File: src/rtl/doorbell_mbox.sv
module doorbell_mbox #(
  parameter int ADDR_W = 12,
  parameter int DATA_W = 32,
  parameter logic [ADDR_W-1:0] TO_CTRL_BASE = 12'h300,
  parameter logic [ADDR_W-1:0] TO_CPU_BASE  = 12'h200,
  parameter logic [ADDR_W-1:0] SET_OFS      = 12'h008,
  parameter logic [ADDR_W-1:0] CLR_OFS      = 12'h010
) (
  input  logic              clk,
  input  logic              rst_n,
  input  logic [ADDR_W-1:0] bus_addr,
  input  logic [DATA_W-1:0] bus_wdata,
  input  logic              bus_wr,
  input  logic              bus_rd,
  input  logic              bus_nonsec,
  output logic [DATA_W-1:0] bus_rdata,
  output logic              irq_to_ctrl,
  output logic              irq_to_cpu
);
  localparam int NCH  = 2;
  localparam int FLAG = DATA_W - 1;

  logic [DATA_W-1:0] stat_ctrl, stat_cpu;

  for (genvar ch = 0; ch < NCH; ch++) begin : gen_ch
    localparam logic [ADDR_W-1:0] BASE = (ch == 0) ? TO_CTRL_BASE : TO_CPU_BASE;
    localparam logic [ADDR_W-1:0] A_SET = BASE + SET_OFS;
    localparam logic [ADDR_W-1:0] A_CLR = BASE + CLR_OFS;

    logic [DATA_W-1:0] st, set_v, clr_v, rpart;
    logic hit_st, hit_set, hit_clr, ns_hit, sec_wr;

    assign hit_st  = bus_addr == BASE;
    assign hit_set = bus_addr == A_SET;
    assign hit_clr = bus_addr == A_CLR;
    assign ns_hit  = bus_nonsec & (bus_wr | bus_rd) & (hit_st | hit_set | hit_clr);
    assign sec_wr  = bus_wr & ~bus_nonsec;

    assign set_v = ({DATA_W{sec_wr & hit_set}} & {1'b0, bus_wdata[FLAG-1:0]})
                 | {ns_hit, {FLAG{1'b0}}};
    assign clr_v = {DATA_W{sec_wr & hit_clr}} & bus_wdata;

    always_ff @(posedge clk) begin
      if (!rst_n) st <= '0;
      else        st <= (st & ~clr_v) | set_v;
    end

    assign rpart = (bus_rd & ~bus_nonsec & hit_st) ? st : '0;
  end

  assign stat_ctrl   = gen_ch[0].st;
  assign stat_cpu    = gen_ch[1].st;
  assign bus_rdata   = gen_ch[0].rpart | gen_ch[1].rpart;
  assign irq_to_ctrl = |stat_ctrl;
  assign irq_to_cpu  = |stat_cpu;
endmodule


File: config.mk
export PLATFORM = sky130hd
export DESIGN_NAME = doorbell_mbox
export DESIGN_NICKNAME = d
export VERILOG_FILES = /design/src/rtl/doorbell_mbox.sv
export SDC_FILE = /design/constraint.sdc
export NUM_CORES = 1
export LEC_CHECK = 0
export CORE_ASPECT_RATIO = 2
export CORE_MARGIN = 4
export CORE_UTILIZATION = 39
export CTS_BUF_LIST = sky130_fd_sc_hd__clkbuf_4
export CTS_CLUSTER_DIAMETER = 200
export DETAILED_ROUTE_END_ITERATION = 8
export DONT_BUFFER_PORTS = 1
export PLACE_DENSITY = 0.63
export SYNTH_ARGS = -nofsm -noshare
export SYNTH_HDL_FRONTEND = slang
export SYNTH_SLANG_ARGS = --single-unit
File: constraint.sdc
create_clock -name clk -period 1.65 [get_ports clk]
set_input_delay 0.33 -clock clk [delete_from_list [all_inputs] [get_ports clk]]
set_output_delay 0.33 -clock clk [all_outputs]
set_load 0.01 [all_outputs]
---- Word-level counts from Yosys, hierarchy flattened ----
Cells that the tools add are included.
operators by class
  shift-type cells ........................ 0
  $add $sub $neg .......................... 0
  multiplexer cells ....................... 2
  multiply operators ...................... 0
  eq/ne operators ......................... 6
  reduce and logical (&&, ||, !) cells .... 2
  bitwise gates (word level) .............. 30
  divide/modulo/power cells ............... 0
  $lt $le $gt $ge ......................... 0
operator list
  kind                    count
  $or A32 B32 Y32         5
  $and A32 B32 Y32        4
  $eq A12 B10 Y1 const B  6
  $and A32 B31 Y32        2
  $mux W32                2
  $not A32 Y32            2
  $reduce_or A32 Y1       2
  $and A1 B1 Y1           11
  $or A1 B1 Y1            5
  $not A1 Y1              1
word-level totals
  bits in writable memories ............... 0
  memories kept ........................... 0
  ROM bits ................................ 0
  bits in latches ......................... 0
  flip-flop bits (word level) ............. 64
  input bits .............................. 49
  output and inout port bits .............. 34

---- Logic depth before layout (Yosys ltp) ----
  depth in word-level cells ............... 7
  gate-level depth with buffers ........... 5
  gate-level depth less buffers ........... 3

---- Worst setup path before layout ----
Ideal clock, no wire load.
  path type ............................... input -> output
  start ................................... in bus_addr[3]
  end ..................................... out bus_rdata[0]
  data arrival time ....................... 1.506 ns
  setup slack ............................. -0.186 ns
  required time ........................... 1.320 ns
  stages .................................. 4
  cells stage by stage .................... or4_4 -> nand3b_1 -> clkbuf_1 -> nor2_1
between the ends
  word-level cells in the longest chain between the ends .. 4
  elaborated cells between the ends (all ways) .. 7
  classes of those cells .................. eq/ne (2); mux (2); bitwise (3)
ends and longest elaborated chain
  what                 RTL line  RTL
  start: declaration   11        input logic [ADDR_W-1:0] bus_addr,
  $eq A12 B10 Y1       33        assign hit_st = bus_addr == BASE;
  $and A1 B1 Y1        48        assign rpart = (bus_rd & ~bus_nonsec & hit_st) ? st : '0;
  $mux W32             48
  $or A32 B32 Y32 (*)  53        assign bus_rdata = gen_ch[0].rpart | gen_ch[1].rpart;
  end: declaration     16        output logic [DATA_W-1:0] bus_rdata,
Every way passes the cells marked *; elsewhere a longest branch is shown, timed or not.

---- Worst setup path in the final report ----
  start ................................... in bus_addr[3]
  end ..................................... out bus_rdata[25]
Same word-level chain as after synthesis.

==> Flow_metrics.wiki <==
{| class="wikitable"
! Metric !! Value
|-
| Status || finished with violations
|-
| Violated checks || negative setup slack
|-
| Overall routing resource usage || 24.3%
|-
| Final clock skew || 0 ns
|-
| Total wire length || 14.1 mm
|-
| Detailed Route Iter0 Violations || 437
|-
| Cell Area, Synth || 3870 um^2
|-
| Via-per-instance ratio || 6.65
|-
| Register ranked first by flip-flop count || gen_ch.st
|-
| Area of the placeable core || 9700 um^2
|-
| Count of placed standard cells in the final layout, fillers left out || 597
|-
| Count of mapped cells out of synthesis || 474
|-
| Layout cell share with drive strength beyond 1 || 34.7%
|-
| Number of buffers on the longest clock path || 2
|-
| CTS Root Cell || sky130_fd_sc_hd__clkbuf_4
|-
| Slew margin rel. || 64.9%
|-
| Area growth, synth to finish || 19.8%
|-
| Max Fclk || 0.506 GHz
|-
| Post-DP HPWL || 8.73 mm
|-
| Std cell rows || 51
|-
| Setup repair after global routing missed its margin || yes
|-
| Worst path most repeated cell || sky130_fd_sc_hd__buf_12
|-
| Initial core utilization || 39.9%
|-
| Number of max-cap violations || 0
|-
| Count of flip-flops with a built-in enable after synthesis || 0
|-
| Final design instance area without fill || 4640 um^2
|-
| Post-synthesis cell type with the largest combined area || sky130_fd_sc_hd__dfxtp_1
|-
| Width of the die || 78.4 um
|-
| Fraction of synthesis flops using an asynchronous set or reset pin || 0%
|-
| Pwr/cell area || 635 nW/um^2
|-
| Path class of the lowest-slack min-delay path || primary input to flip-flop
|-
| Leading cell types by total area after synthesis || sky130_fd_sc_hd__dfxtp_1 (33%), sky130_fd_sc_hd__nor4_2 (10%), sky130_fd_sc_hd__o22ai_1 (10%)
|-
| Placer congestion estimate || 0.842
|-
| Worst supply voltage drop on vdd || 554 uV
|-
| Per-instance average area after synthesis || 8.16 um^2
|-
| Initial antenna violation count || 1
|-
| First-pass GRT wire length || 21.9 mm
|-
| Number of nets with antenna violations after detailed routing || 0
|-
| Overall power after layout || 2.94 mW
|-
| Crit path launch type || primary input
|-
| Post-route setup TNS || -8.29 ns
|-
| Final hold violation count || 0
|-
| Largest register FFs || 64
|-
| Total instance count after detailed placement || 576
|-
| Share of the core filled with cells in the final layout || 47.8%
|-
| Final worst-path setup slack || -0.325 ns
|-
| Most used standard cells in the synthesized netlist || sky130_fd_sc_hd__dfxtp_1 (64), sky130_fd_sc_hd__nand2_1 (64), sky130_fd_sc_hd__o22ai_1 (64)
|-
| Net count of the mapped netlist || 523
|-
| Post-Place Worst Slack || -0.244 ns
|-
| Maximum level of the CTS H-tree || 3
|-
| Min Tclk post-route || 1.97 ns
|-
| Slew of the pin with the lowest slew margin || 0.526 ns
|-
| Total of hold buffers inserted after clock tree synthesis || 0
|-
| Largest net degree at the start of global routing || 66
|-
| Period utilization || 120%
|-
| TritonCTS clock tree || built
|-
| Vert. Die Dim || 149 um
|-
| CP Capture Type || output pin
|-
| Sequential area share after synthesis || 33.1%
|-
| Cell at the slowest stage of the critical path || sky130_fd_sc_hd__or4_4
|-
| Vias in the first global route || 3,930
|-
| Worst Path Arrival || 1.64 ns
|-
| DRC Markers || 0
|-
| Total iterations of the first detailed-routing run || 5
|-
| Hold slack || 0.0376 ns
|-
| Floorplan die area || 11,700 um^2
|-
| Synth unique cells || 25
|-
| Total vias in the final route || 3,970
|-
| Clk_lat worst skew || 0.45 ns
|-
| Cell Chain, Critical Path || or4_4 -> nand3b_1 -> buf_6 -> buf_12 -> buf_12 -> nor2_4
|-
| Biggest regs || gen_ch.st: 64 flops
|-
| Ports placed on the boundary || 83
|-
| Critical Setup Path Class || primary input to output pin
|-
| Nets || 509
|-
| Total placed instance area || 4080 um^2
|-
| Count of clock tree sinks || 64
|-
| Required time at the worst-slack endpoint || 1.32 ns
|-
| Leak || 1.33 nW
|-
| Seq cells post-synth || 64
|-
| Clock Pin Slew Worst Setup and Hold Paths || 0.12 ns
|-
| Leftover overflow at the end of global routing || 0
|-
| Total count of max-transition violations in the final report || 0
|-
| Crit path largest cell delay || 0.53 ns
|-
| Number of warnings issued by yosys || 0
|-
| Count of buffers from port buffering || 0
|-
| Wire length per cell after detailed routing || 23.6 um
|-
| Share of Yosys cell area claimed by the top area cell type || 33.1%
|-
| Number of CTS-inserted buffers || 9
|-
| Maximum fanout along the worst path || 5
|-
| Total setup violations reported at the end of the flow || 34
|-
| Dominant register cell in the synthesized netlist || sky130_fd_sc_hd__dfxtp_1
|}
-- final timing paths --
check | from | depth (start not counted) | to | slack (ns)
worst min-delay path | rst_n | 2 | gen_ch[0].st[16] | 0.04
worst min register to register | gen_ch[1].st[25] | 2 | gen_ch[1].st[25] | 0.50
worst max-delay path | bus_addr[3] | 6 | bus_rdata[25] | -0.32
worst max register to register | gen_ch[1].st[4] | 3 | gen_ch[1].st[4] | 0.87
-- cell usage in the layout, fill, tap and decap left out, types with 4 or more instances in the layout --
cell	netlist	routed
sky130_fd_sc_hd__nor4_4	0	4
sky130_fd_sc_hd__clkbuf_4	0	10
sky130_fd_sc_hd__nor2_4	0	32
sky130_fd_sc_hd__or4b_2	32	32
sky130_fd_sc_hd__buf_4	0	17
sky130_fd_sc_hd__nand4_1	7	7
sky130_fd_sc_hd__buf_12	0	10
sky130_fd_sc_hd__o22ai_1	64	64
sky130_fd_sc_hd__nor4_1	48	37
sky130_fd_sc_hd__inv_1	31	31
sky130_fd_sc_hd__dfxtp_1	64	57
sky130_fd_sc_hd__nand2_1	64	64
sky130_fd_sc_hd__nor4_2	32	39
sky130_fd_sc_hd__a22oi_1	32	32
sky130_fd_sc_hd__dfxtp_2	0	7
-- cells by family after synthesis --
| family | after synthesis | share of synthesized area, % |
|---|---|---|
| AOI/OAI and AO/OA | 97 | 16.8 |
| buffers and inverters | 85 | 10.3 |
| DFF | 64 | 33.1 |
| and+or+nand+nor | 228 | 39.8 |
-- worst max-delay path: cells and delay by family --
family                 cells  cell delay, ns
buffers and inverters      3            0.44
AND/OR/NAND/NOR            3            0.87
-- final cells by class --
class                      instances  area, um^2
timing repair buffer              29         350
clock inverter                     5        72.6
antenna                            1        2.50
clock buffer                      10        75.1
sequential                        64        1290
inverter                          31         116
multi-input combinational        325        2560
fill                             966        5060
tap                              132         165
-- what timing repair did --
item	CTS	global route
endpoints found under the setup margin	34	34
pin swaps	19	22
gates cloned	1	1
gates resized for setup	54	27
buffers inserted	3	2
-- power by group --
part / switching (mW) / internal [mW]
clock: 0.604 / 0.612
combinational: 0.120 / 0.0646
sequential: 0.000111 / 1.54
total: 0.724 / 2.22
-- metal layers --
layer,GRT usage [%],vias up,wire (um)
met4,12.7,0,506
met5,0,-,0
met3,5.93,35,1070
li1,-,1784,-
met2,39.9,198,7150
met1,29.0,1953,5370
(Power assumes the default switching activity.)
